===== config.mk =====
export PLATFORM = sky130hd
export DESIGN_NAME = hotplug_seq
export DESIGN_NICKNAME = d
export VERILOG_FILES = /design/src/rtl/hps_pkg.sv /design/src/rtl/hps_sync2.sv /design/src/rtl/hps_run_det.sv /design/src/rtl/hps_sat_cnt.sv /design/src/rtl/hotplug_seq.sv
export SDC_FILE = /design/constraint.sdc
export NUM_CORES = 1
export LEC_CHECK = 0
export BUFFER_PORTS_ARGS = -buffer_cell sky130_fd_sc_hd__buf_2
export CAP_MARGIN = 30
export CORE_MARGIN = 5
export CORE_UTILIZATION = 53
export DETAILED_ROUTE_END_ITERATION = 16
export PLACE_DENSITY = 0.82
export SLEW_MARGIN = 20
export SYNTH_ARGS = -nofsm -noshare
export SYNTH_HDL_FRONTEND = slang
export SYNTH_SLANG_ARGS = --single-unit
export TNS_END_PERCENT = 5

===== constraint.sdc =====
create_clock -name clk -period 3.7 [get_ports clk]
set_clock_uncertainty 0.05 [all_clocks]
set_input_delay 0.185 -clock clk [delete_from_list [all_inputs] [get_ports clk]]
set_output_delay 0.185 -clock clk [all_outputs]
set_load 0.01 [all_outputs]

===== src/rtl/hps_pkg.sv =====
package hps_pkg;
  typedef enum logic [2:0] {
    ST_OFF,
    ST_WAIT_HPD,
    ST_STABLE,
    ST_EDID,
    ST_TIMING,
    ST_RUN
  } seq_state_e;
endpackage


===== src/rtl/hps_sync2.sv =====
module hps_sync2 #(
  parameter int W = 2
) (
  input  logic         clk,
  input  logic         rst_n,
  input  logic [W-1:0] d,
  output logic [W-1:0] q
);
  logic [W-1:0] meta;

  always_ff @(posedge clk) begin
    if (!rst_n) begin
      meta <= '0;
      q    <= '0;
    end else begin
      meta <= d;
      q    <= meta;
    end
  end
endmodule


===== src/rtl/hps_run_det.sv =====
// Flags once the input has held LEVEL for N consecutive cycles.
module hps_run_det #(
  parameter int   N     = 8,
  parameter logic LEVEL = 1'b0
) (
  input  logic clk,
  input  logic rst_n,
  input  logic din,
  output logic hit
);
  localparam int RW = $clog2(N + 1);
  logic [RW-1:0] run;

  always_ff @(posedge clk) begin
    if (!rst_n)              run <= '0;
    else if (din != LEVEL)   run <= '0;
    else if (run != RW'(N))  run <= run + 1'b1;
  end

  assign hit = (run == RW'(N));
endmodule


===== src/rtl/hps_sat_cnt.sv =====
module hps_sat_cnt #(
  parameter int W = 8
) (
  input  logic         clk,
  input  logic         rst_n,
  input  logic         clr,
  input  logic         inc,
  output logic [W-1:0] cnt
);
  always_ff @(posedge clk) begin
    if (!rst_n || clr)      cnt <= '0;
    else if (inc && !(&cnt)) cnt <= cnt + 1'b1;
  end


  sat_hold_chk: assert property (@(posedge clk) disable iff (!rst_n)
    ((&cnt) && inc && !clr) |=> (&cnt));
endmodule


===== src/rtl/hotplug_seq.sv =====
module hotplug_seq
  import hps_pkg::*;
#(
  parameter int PWR_STABLE = 16,
  parameter int HPD_DEB    = 8,
  parameter int CNT_W      = 8,
  parameter int WIN_W      = 16
) (
  input  logic             clk,
  input  logic             rst_n,
  input  logic             clr_cnt,
  input  logic             pwr_raw,
  input  logic             hpd_raw,
  input  logic             ddc_act,
  input  logic             edid_done,
  input  logic             timing_ack,
  input  logic             cfg_prot_en,
  input  logic [WIN_W-1:0] stab_window,
  input  logic [WIN_W-1:0] timing_limit,
  output logic             rst_release,
  output logic             hpd_out,
  output logic             edid_req,
  output logic             cache_clr,
  output logic             timing_en,
  output logic             prot_en,
  output logic             timeout_flag,
  output logic [CNT_W-1:0] read_cnt,
  output logic [CNT_W-1:0] plug_cnt
);
  localparam int FIX_W = $clog2(PWR_STABLE + HPD_DEB + 1);
  localparam int CW    = (WIN_W > FIX_W) ? WIN_W : FIX_W;

  seq_state_e    state, nstate;
  logic [CW-1:0] cnt, ncnt;
  logic          pwr_s, hpd_s, hpd_lost, hpd_up;
  logic          plug_inc, fire_req, fire_clr, set_tmo;
  logic          req_sent, done_seen;

  hps_sync2 #(.W(2)) u_sync (
    .clk(clk), .rst_n(rst_n),
    .d({hpd_raw, pwr_raw}), .q({hpd_s, pwr_s})
  );

  hps_run_det #(.N(HPD_DEB), .LEVEL(1'b0)) u_lost (
    .clk(clk), .rst_n(rst_n), .din(hpd_s), .hit(hpd_lost)
  );

  assign hpd_up = (state == ST_STABLE) || (state == ST_EDID) ||
                  (state == ST_TIMING) || (state == ST_RUN);

  always_comb begin
    nstate   = state;
    ncnt     = cnt;
    plug_inc = 1'b0;
    fire_req = 1'b0;
    fire_clr = 1'b0;
    set_tmo  = 1'b0;
    if (state != ST_OFF && !pwr_s) begin
      nstate = ST_OFF; ncnt = '0; plug_inc = 1'b1;
    end else if (hpd_up && hpd_lost) begin
      nstate = ST_OFF; ncnt = '0; plug_inc = 1'b1;
    end else begin
      case (state)
        ST_OFF: begin
          if (!pwr_s) ncnt = '0;
          else if (cnt == CW'(PWR_STABLE - 1)) begin
            nstate = ST_WAIT_HPD; ncnt = '0;
          end else ncnt = cnt + 1'b1;
        end
        ST_WAIT_HPD: begin
          if (!hpd_s) ncnt = '0;
          else if (cnt == CW'(HPD_DEB - 1)) begin
            nstate = ST_STABLE; ncnt = '0; fire_clr = 1'b1;
          end else ncnt = cnt + 1'b1;
        end
        ST_STABLE: begin
          if (!hpd_s) ncnt = '0;
          else if (cnt == CW'(stab_window)) begin
            nstate = ST_EDID; ncnt = '0; fire_req = !req_sent;
          end else ncnt = cnt + 1'b1;
        end
        ST_EDID: begin
          if (!hpd_s) begin
            nstate = ST_STABLE; ncnt = '0;
          end else if (done_seen || edid_done) begin
            nstate = ST_TIMING; ncnt = '0;
          end
        end
        ST_TIMING: begin
          if (timing_ack) nstate = ST_RUN;
          else if (cnt == CW'(timing_limit)) set_tmo = 1'b1;
          else ncnt = cnt + 1'b1;
        end
        ST_RUN: ;
        default: begin nstate = ST_OFF; ncnt = '0; end
      endcase
    end
  end

  always_ff @(posedge clk) begin
    if (!rst_n) begin
      state        <= ST_OFF;
      cnt          <= '0;
      edid_req     <= 1'b0;
      cache_clr    <= 1'b0;
      req_sent     <= 1'b0;
      done_seen    <= 1'b0;
      timeout_flag <= 1'b0;
    end else begin
      state     <= nstate;
      cnt       <= ncnt;
      edid_req  <= fire_req;
      cache_clr <= fire_clr;
      if (fire_clr)      req_sent <= 1'b0;
      else if (fire_req) req_sent <= 1'b1;
      if (fire_clr) done_seen <= 1'b0;
      else if (edid_done && req_sent && hpd_up) done_seen <= 1'b1;
      if (fire_clr)     timeout_flag <= 1'b0;
      else if (set_tmo) timeout_flag <= 1'b1;
    end
  end

  assign rst_release = (state != ST_OFF);
  assign hpd_out     = hpd_up;
  assign timing_en   = (state == ST_TIMING) || (state == ST_RUN);
  assign prot_en     = (state == ST_RUN) && cfg_prot_en;

  hps_sat_cnt #(.W(CNT_W)) u_read_cnt (
    .clk(clk), .rst_n(rst_n), .clr(clr_cnt), .inc(ddc_act), .cnt(read_cnt)
  );

  hps_sat_cnt #(.W(CNT_W)) u_plug_cnt (
    .clk(clk), .rst_n(rst_n), .clr(clr_cnt), .inc(plug_inc), .cnt(plug_cnt)
  );


  prot_after_timing_chk: assert property (@(posedge clk) disable iff (!rst_n)
    prot_en |-> (timing_en && cfg_prot_en));

  hpd_after_reset_chk: assert property (@(posedge clk) disable iff (!rst_n)
    hpd_out |-> rst_release);

  edid_one_shot_chk: assert property (@(posedge clk) disable iff (!rst_n)
    edid_req |=> !edid_req);

  cache_clr_on_rise_chk: assert property (@(posedge clk) disable iff (!rst_n)
    cache_clr |-> (hpd_out && !$past(hpd_out)));

  pwr_loss_chk: assert property (@(posedge clk) disable iff (!rst_n)
    (rst_release && !pwr_s) |=> !rst_release);

  tmo_needs_timing_chk: assert property (@(posedge clk) disable iff (!rst_n)
    $rose(timeout_flag) |-> timing_en);
endmodule


==> results of run 1 <==
cell usage in the layout (no fill, tap or decap), drive strengths merged, types with 12 or more instances in the layout:
| master | Yosys | routed |
|---|---|---|
| xnor2 | 22 | 22 |
| nand3 | 20 | 20 |
| dfxtp | 48 | 48 |
| nor2 | 34 | 34 |
| nand2 | 33 | 33 |
| a31oi | 12 | 12 |
| xor2 | 27 | 27 |
| buf | 21 | 64 |
| a21oi | 15 | 15 |
| nand4 | 13 | 13 |
logic make-up after synthesis:
kind of cell | Yosys count
AO/OA/AOI/OAI | 52
XOR/XNOR | 49
adder cells (fa/ha/maj) | 5
buffers and inverters | 33
flip-flops | 48
multiplexers | 2
AND/OR/NAND/NOR | 151
worst paths after layout:
| path | start | end | slack (ps) | cells past startpoint |
|---|---|---|---|---|
| worst max-delay path | state[0] | cnt[5] | 1220 | 7 |
| worst min-delay path | hpd_raw | u_sync.meta[1] | 40 | 2 |
| worst max register to register | state[0] | cnt[5] | 1220 | 7 |
| worst min register to register | u_sync.meta[0] | u_sync.q[0] | 400 | 1 |
sequential cells by signal, summed over array words and instances (netlist names), 2 cells and up:
signal	cells
cnt	16
state	3
u_lost.run	4
u_plug_cnt.cnt	8
u_read_cnt.cnt	8
u_sync.meta	2
u_sync.q	2
per-layer routing:
metal | global-route usage, % | wire length [um] | up-vias
met4 | 5.05 | 41 | 0
li1 | - | - | 1290
met3 | 5.15 | 558 | 7
met5 | 0 | 0 | -
met2 | 29.2 | 2910 | 88
met1 | 25.1 | 2870 | 1152
stage by stage:
stage | total power [uW] | std cells
floorplan | 582 | 340
global placement | 614 | 450
detailed placement | 616 | 450
CTS | 942 | 458
global route | 972 | 458
finish | 934 | 458
worst max-delay path: stages, from the launching register on:
cell and delay [ps]:
dfxtp_1 650, inv_1 150, nor3b_1 330, a22oi_1 180, o311ai_2 120, buf_4 310, or4b_1 450, a31oi_1 170
power by group:
part | internal (uW) | leakage [uW] | switching, uW | total [uW]
combinational | 37.8 | 0.000829 | 39.1 | 77.0
sequential | 522 | 0.000388 | 4.71 | 527
clock | 151 | 0.0000434 | 179 | 330
total | 711 | 0.00126 | 222 | 934
final cells by class:
| class | count | area, um2 |
|---|---|---|
| clock buffers | 6 | 82.6 |
| clock inverters | 2 | 15.0 |
| fillers | 459 | 1940 |
| inverters | 9 | 33.8 |
| multi-input cells | 259 | 1690 |
| flip-flops and latches | 48 | 961 |
| well taps | 70 | 87.6 |
| repair buffers | 64 | 323 |
==> flow_summary.toml, run 1 <==
[setup_path]
startpoint_type = "register"
end_kind = "register"
criticalPathCategory = "reg -> reg"
worstPathArrival_ps = 2650
worstPathRequired_ps = 3870
worstPathMaxFanout = 23

[logic_synthesis]
synth_top_area_share_pct = 34.1
synthFlopType = "dfxtp_1"
yosysWarnings = 0
ys_ff_latch = 48
ys_types = 49
yosys.area.top_type = "dfxtp_1"
synth_enable_flop_cells = 0
synth_top_family_by_area = "simple AND/OR/NAND/NOR gates"
ys_async_sr_fraction_pct = 0
ys_seq_area_share_pct = 34.1
synth.avg_cell_area_um2 = 8.28
synthAdderAreaFrac_pct = 2.22
syn_inst = 340
syn_area_um2 = 2820
synth_most_common_cell = "dfxtp_1"
synth_xor_area_share_pct = 15.2
synth_compound_area_share_pct = 13.3
synth_fp_nets = 386
synth_commonest_cells = "dfxtp_1 (48), nor2_1 (34), nand2_1 (33)"
synth_mux_area_share_pct = 0.711
synthSimpleGateAreaFrac_pct = 28.7
synthTopCellsByArea = "dfxtp_1 (34%), xor2_1 (8.4%), xnor2_1 (6.8%), nor2_1 (4.5%), nand2_1 (4.4%)"

[die]
rows = 26
die_w_um = 82.9
initial_core_util_pct = 54.8
io_pins = 64
fp.dieH_um = 82.9
core_um2 = 5140
dieArea_um2 = 6870

[detailed_routing]
drtIter0Drc = 175
dr_total_vias = 2537
routed_wl_um = 6390
drc = 0
first_pass_iters = 4
vias_per_cell = 5.54
antenna_left = 0
wl_per_cell_um = 13.9

[finish]
postLayoutCoreUtil_pct = 62.2
drive_gt1_share_pct = 21.9
final_nets = 433
fin_area_um2 = 3200
antennaDiodeCount = 0
syn2layout_area_growth_pct = 13.5

[clock_tree]
cts_root_buf = "clkbuf_8"
cts_setup_buffers = 0
cts_hold_buf = 0
cts_tree = "built"
post_cts_resized = 0
clk_latency_ps = 300
clockBufferDepth = 2
cts.sinks = 48
path_clk_slew_ps = 90
cts_buffers = 5
htree_num_levels = 2

[place]
hpwlAfterDp_um = 4810
placed_cell_area_um2 = 3100
preCtsSetupSlack_ps = 1360
gp_congestion = 0.861
place.port_buffers = 63

[global_routing]
antenna_found_initial = 0
track_usage_pct = 18.6
grt_pass1_vias = 2383
grt_pass1_wl_um = 11100
grt_max_degree = 24
grt.overflow.total = 0

[timing]
final.setup.tns_ps = 0
setup_violations = 0
final_hold_viol_count = 0
grt_setup_unrepaired = "no"
min_period_over_period_pct = 67.0
drv_slew = 0
clock.fmax_ghz = 0.403
hold_slack_ps = 37.8
tightest_slew_ps = 561
fin_crit_ps = 2480
setup_slack_ps = 1220
relSlewSlack_pct = 62.6

[pwr]
power.density_nw_per_um2 = 292
p_leak_uw = 0.00126
peakVddDrop_mv = 0.184

[outcome]
status = "finished clean"

[job]
cap_violations = 0

[worst_hold_path]
hold_path.class = "in -> reg"
No activity file was read; power rests on OpenSTA's default activity.
==> run 2: changes to the inputs <==
--- a/config.mk
+++ b/config.mk
@@ -8,9 +8,9 @@
 export BUFFER_PORTS_ARGS = -buffer_cell sky130_fd_sc_hd__buf_2
 export CAP_MARGIN = 30
 export CORE_MARGIN = 5
-export CORE_UTILIZATION = 53
+export CORE_UTILIZATION = 49
 export DETAILED_ROUTE_END_ITERATION = 16
-export PLACE_DENSITY = 0.82
+export PLACE_DENSITY = 0.79
 export SLEW_MARGIN = 20
 export SYNTH_ARGS = -nofsm -noshare
 export SYNTH_HDL_FRONTEND = slang
==> constraint.sdc (replaced) <==
create_clock -name clk -period 2.2 [get_ports clk]
set_clock_uncertainty 0.05 [all_clocks]
set_input_delay 0.11 -clock clk [delete_from_list [all_inputs] [get_ports clk]]
set_output_delay 0.11 -clock clk [all_outputs]
set_load 0.01 [all_outputs]
==> run 2 against run 1 <==
  * Core utilization rose by 0.63 points
  * Via count grew 9.2%
  * Setup slack got worse by 1100 ps
  * Register-to-register slack worse by 1100 ps
  * Worst hold slack better by 8.6 ps
  * Critical endpoint is now cnt[8]
  * Critical path type unchanged
  * First-iteration DRC count grew 0.57%
  * Sequential share of layout area shrank 2.1 points
  * Sequential cell count unchanged
  * Count of clock-buffer cells in the layout is the same
  * Clock power is 100% higher
==> flow_summary.toml, run 2 (same netlist as run 1, synthesis figures left out) <==
[finish]
top_register = "cnt"
largest_reg_flops = 16
antennaDiodeCount = 0
fin_area_um2 = 3480
fin_cells = 486
largestRegisters = "cnt: 16 flops, u_plug_cnt.cnt: 8 flops, u_read_cnt.cnt: 8 flops"
drive_gt1_share_pct = 29.0
final_cell_mix = "buf_2 (63), dfxtp_1 (41), nor2_1 (33)"
final_nets = 459
syn2layout_area_growth_pct = 23.5
final_common_cell = "buf_2"

[setup_path]
worstPathArrival_ps = 2230
path_depth = 8
worstPathMaxFanout = 10
crit_chain = "ha_1 -> and3b_1 -> nand4_1 -> a22oi_2 -> o311ai_4 -> buf_4 -> nand3_1 -> o22ai_1"
end_kind = "register"
startpoint_type = "register"
worst_path_largest_cell_delay_ps = 460
criticalPathCategory = "reg -> reg"
reg2reg_slack_ps = 100
slowest_stage = "dfxtp_1"
critPathBufInv = 1
r2r_cells = 8
worstPathRequired_ps = 2330
cp_top_family = "compound AO/OA/AOI/OAI gates"

[clock_tree]
path_clk_slew_ps = 100
clk_latency_ps = 310
cts_tree = "built"
clockBufferDepth = 2
cts.sinks = 48
cts_buffers = 5
htree_num_levels = 2
cts_root_buf = "clkbuf_8"

[die]
dieArea_um2 = 7360
io_pins = 64
core_um2 = 5540
die_w_um = 85.8
initial_core_util_pct = 50.8
rows = 27
fp.dieH_um = 85.8

[pwr]
intPower_uw = 1320
switchingPower_uw = 384
p_leak_uw = 0.00143
comb_power_share_pct = 8.5
p_sw_share_pct = 22.5
peakVddDrop_mv = 0.301
clkPwrFrac_pct = 39.6
power.density_nw_per_um2 = 490
power.total_uw = 1710
power_frac_seq_pct = 51.9

[detailed_routing]
route.met3.wl_um = 596
drtIter0Drc = 176
wl_per_cell_um = 15.2
dr.max_layer_used = "met4"
drt-met1-wl_um = 3080
drc = 0
vias_per_cell = 5.70
first_pass_iters = 5
routed_wl_um = 7410
met2WireLength_um = 3530
antenna_left = 0
dr_total_vias = 2770

[place]
preCtsSetupSlack_ps = 22.8
hpwlAfterDp_um = 5620
post-place-cells = 473
place.port_buffers = 63
placed_cell_area_um2 = 3270
gp_congestion = 0.877

[global_routing]
grt_pass1_vias = 2650
grt_max_degree = 19
grt_pass1_wl_um = 12300
antenna_found_initial = 0
grt.overflow.total = 0
track_usage_pct = 20.8

[timing]
tightest_slew_ps = 584
setup_slack_ps = 105
relSlewSlack_pct = 61.0
grt_setup_unrepaired = "yes"
hold_slack_ps = 46.4
clock.fmax_ghz = 0.477
drv_slew = 0
final_hold_viol_count = 0
min_period_over_period_pct = 95.2
setup_violations = 0
fin_crit_ps = 2100

[job]
cap_violations = 0

[outcome]
status = "finished clean"

[worst_hold_path]
hold_depth = 3
hold_path.class = "in -> reg"
-- run 2: cell types whose count changed in the layout (fill, tap and decap cells not counted), moves of 2 or more --
cell,change
dfxtp_2,+6
clkinvlp_4,-2
dfxtp_1,-7
buf_4,+23
dlygate4sd3_1,+2
-- run 2: per-stage QoR --
step                setup TNS [ps]  util, %
finish                           0     62.8
floorplan                        0        -
detailed placement               0     59.0
CTS                              0     61.6
global placement                 0     59.0
global route                 -39.7     62.8
-- run 2: worst register-to-register path: stages, from the launching register on --
cell	delay, ps
dfxtp_1	460
ha_1	270
and3b_1	180
nand4_1	110
a22oi_2	260
o311ai_4	180
buf_4	210
nand3_1	170
o22ai_1	90
-- run 2: routing by layer --
metal,GRT usage [%],vias to the layer above
li1,-,1337
met1,26.3,1287
met4,8.20,0
met2,33.4,122
met3,5.67,24
met5,0,-
-- run 2: what timing repair did --
item                                    CTS  global route
endpoints found under the setup margin    1            12
cloned                                    0             0
setup buffers                             0             3
endpoints found under the hold margin     2             0
gates resized for setup                   1            13
pin swaps                                 0             2
hold buffers                              2             0
-- run 2: worst paths after layout --
path / start / to
worst max-delay path: cnt[1] / cnt[8]
worst min-delay path: edid_done / done_seen
worst max register to register: cnt[1] / cnt[8]
worst min register to register: u_sync.meta[0] / u_sync.q[0]
-- run 2: layout make-up --
cell class	count	area, um2
Fill cell	502	2060
Multi-Input combinational cell	259	1730
Sequential cell	48	972
Timing Repair Buffer	90	536
Tap cell	72	90.1
Clock buffer	6	82.6
Clock inverter	2	38.8
Inverter	9	33.8
-- run 2: power groups by stage --
stage	Clock (uW)	Sequential (uW)	Combinational [uW]
floorplan	0	905	73.2
global route	731	886	162
finish	675	885	146
CTS	689	886	143
detailed placement	0	907	139
global placement	0	906	132
==> run 3: changes to the inputs <==
--- a/config.mk
+++ b/config.mk
@@ -7,8 +7,10 @@
 export LEC_CHECK = 0
 export BUFFER_PORTS_ARGS = -buffer_cell sky130_fd_sc_hd__buf_2
 export CAP_MARGIN = 30
+export CELL_PAD_IN_SITES_DETAIL_PLACEMENT = 1
+export CELL_PAD_IN_SITES_GLOBAL_PLACEMENT = 1
 export CORE_MARGIN = 5
-export CORE_UTILIZATION = 49
+export CORE_UTILIZATION = 36
 export DETAILED_ROUTE_END_ITERATION = 16
 export PLACE_DENSITY = 0.79
 export SLEW_MARGIN = 20
==> run 3 against run 2 <==
  * Fmax down 1.2%
  * Routed wire length increased by 15%
  * Combinational power increased by 3%
  * Sequential cell count unchanged
  * Die area is 32% higher
  * Global-route usage fell by 3.5 points
  * Worst hold slack worse by 4.7 ps
  * Register-to-register slack worse by 30 ps
  * Critical path type unchanged
  * Largest power group unchanged
  * Highest routed layer unchanged
==> flow_summary.toml, run 3 (same netlist as run 1, synthesis figures left out) <==
[clock_tree]
clk_latency_ps = 310
cts.sinks = 48
path_clk_slew_ps = 110
cts_tree = "built"
cts_root_buf = "clkbuf_8"
cts_buffers = 5
htree_num_levels = 2
cts_setup_buffers = 0
clockBufferDepth = 2

[place]
place.port_buffers = 63
preCtsSetupSlack_ps = 45.9
gp_congestion = 0.858
placed_cell_area_um2 = 3350
hpwlAfterDp_um = 6430

[finish]
fin_area_um2 = 3550
antennaDiodeCount = 0
syn2layout_area_growth_pct = 26.0
largest_reg_flops = 16
postLayoutCoreUtil_pct = 46.2
drive_gt1_share_pct = 28.9
top_register = "cnt"
final_common_cell = "buf_2"
final_cell_mix = "buf_2 (63), dfxtp_1 (42), nor2_1 (34)"
largestRegisters = "cnt: 16 flops, u_plug_cnt.cnt: 8 flops, u_read_cnt.cnt: 8 flops"
final_nets = 460

[timing]
setup_violations = 0
setup_slack_ps = 79.8
clock.fmax_ghz = 0.472
final_hold_viol_count = 0
fin_crit_ps = 2120
tightest_slew_ps = 608
grt_setup_unrepaired = "yes"
relSlewSlack_pct = 59.5
hold_slack_ps = 41.7
drv_slew = 0
min_period_over_period_pct = 96.4

[global_routing]
grt_max_degree = 24
track_usage_pct = 17.2
grt_pass1_vias = 2846
antenna_found_initial = 0
grt.overflow.total = 0
grt_pass1_wl_um = 14100

[detailed_routing]
dr_total_vias = 2717
first_pass_iters = 4
routed_wl_um = 8550
antenna_left = 0
drtIter0Drc = 116
drc = 0
wl_per_cell_um = 16.5
vias_per_cell = 5.26

[outcome]
status = "finished clean"

[die]
core_um2 = 7690
initial_core_util_pct = 36.6
fp.dieH_um = 98.5
rows = 32
die_w_um = 98.5
dieArea_um2 = 9690
io_pins = 64

[setup_path]
worstPathMaxFanout = 23
end_kind = "register"
startpoint_type = "register"
worstPathArrival_ps = 2310
worstPathRequired_ps = 2390
criticalPathCategory = "reg -> reg"

[worst_hold_path]
hold_path.class = "in -> reg"

[job]
cap_violations = 0

[pwr]
peakVddDrop_mv = 0.281
p_leak_uw = 0.00144
power.density_nw_per_um2 = 511
run 3: where the power goes:
group	internal [uW]	switching (uW)	leakage (uW)
clock	458	320	0.0000687
sequential	878	8.86	0.000391
combinational	73.8	76.0	0.000982
total	1410	405	0.00144
run 3: repair_timing:
action | CTS | global route
setup endpoints to repair | 0 | 13
hold buffers | 2 | 0
endpoints found under the hold margin | 2 | 0
resized for setup | 0 | 13
run 3: worst paths after layout:
path | cells after the start | start | slack [ps] | to
max reg2reg | 7 | state[2] | 80 | cnt[9]
min reg2reg | 1 | u_sync.meta[0] | 410 | u_sync.q[0]
min | 3 | edid_done | 40 | done_seen
max | 7 | state[2] | 80 | cnt[9]
run 3: metrics by stage:
stage                     setup TNS, ps  power (uW)  cells
after floorplan                       0         979    340
after global placement                0        1050    507
after detailed placement              0        1050    507
after CTS                             0        1830    517
after global routing               -133        1890    517
final                                 0        1810    517
run 3: final cells by class:
class,count,area (um2)
flip-flops and latches,48,968
clock buffers,5,68.8
repair buffers,91,556
clock inverters,3,68.8
inverters,9,33.8
fillers,953,4140
multi-input cells,259,1730
well taps,102,128
run 3: metal layers:
metal	share of wire, %	vias to the layer above	GRT usage [%]
li1	-	1336	-
met1	46	1295	22.6
met2	48	75	29.2
met3	4.6	11	3.18
met4	1.5	0	4.41
met5	0	-	0
run 3: worst max-delay path: stages, from the launching register on:
cell,delay [ps]
dfxtp_1,410
nor2b_4,200
nor3b_1,270
a22oi_1,160
o311ai_2,130
buf_12,210
or4b_1,440
a31oi_1,180
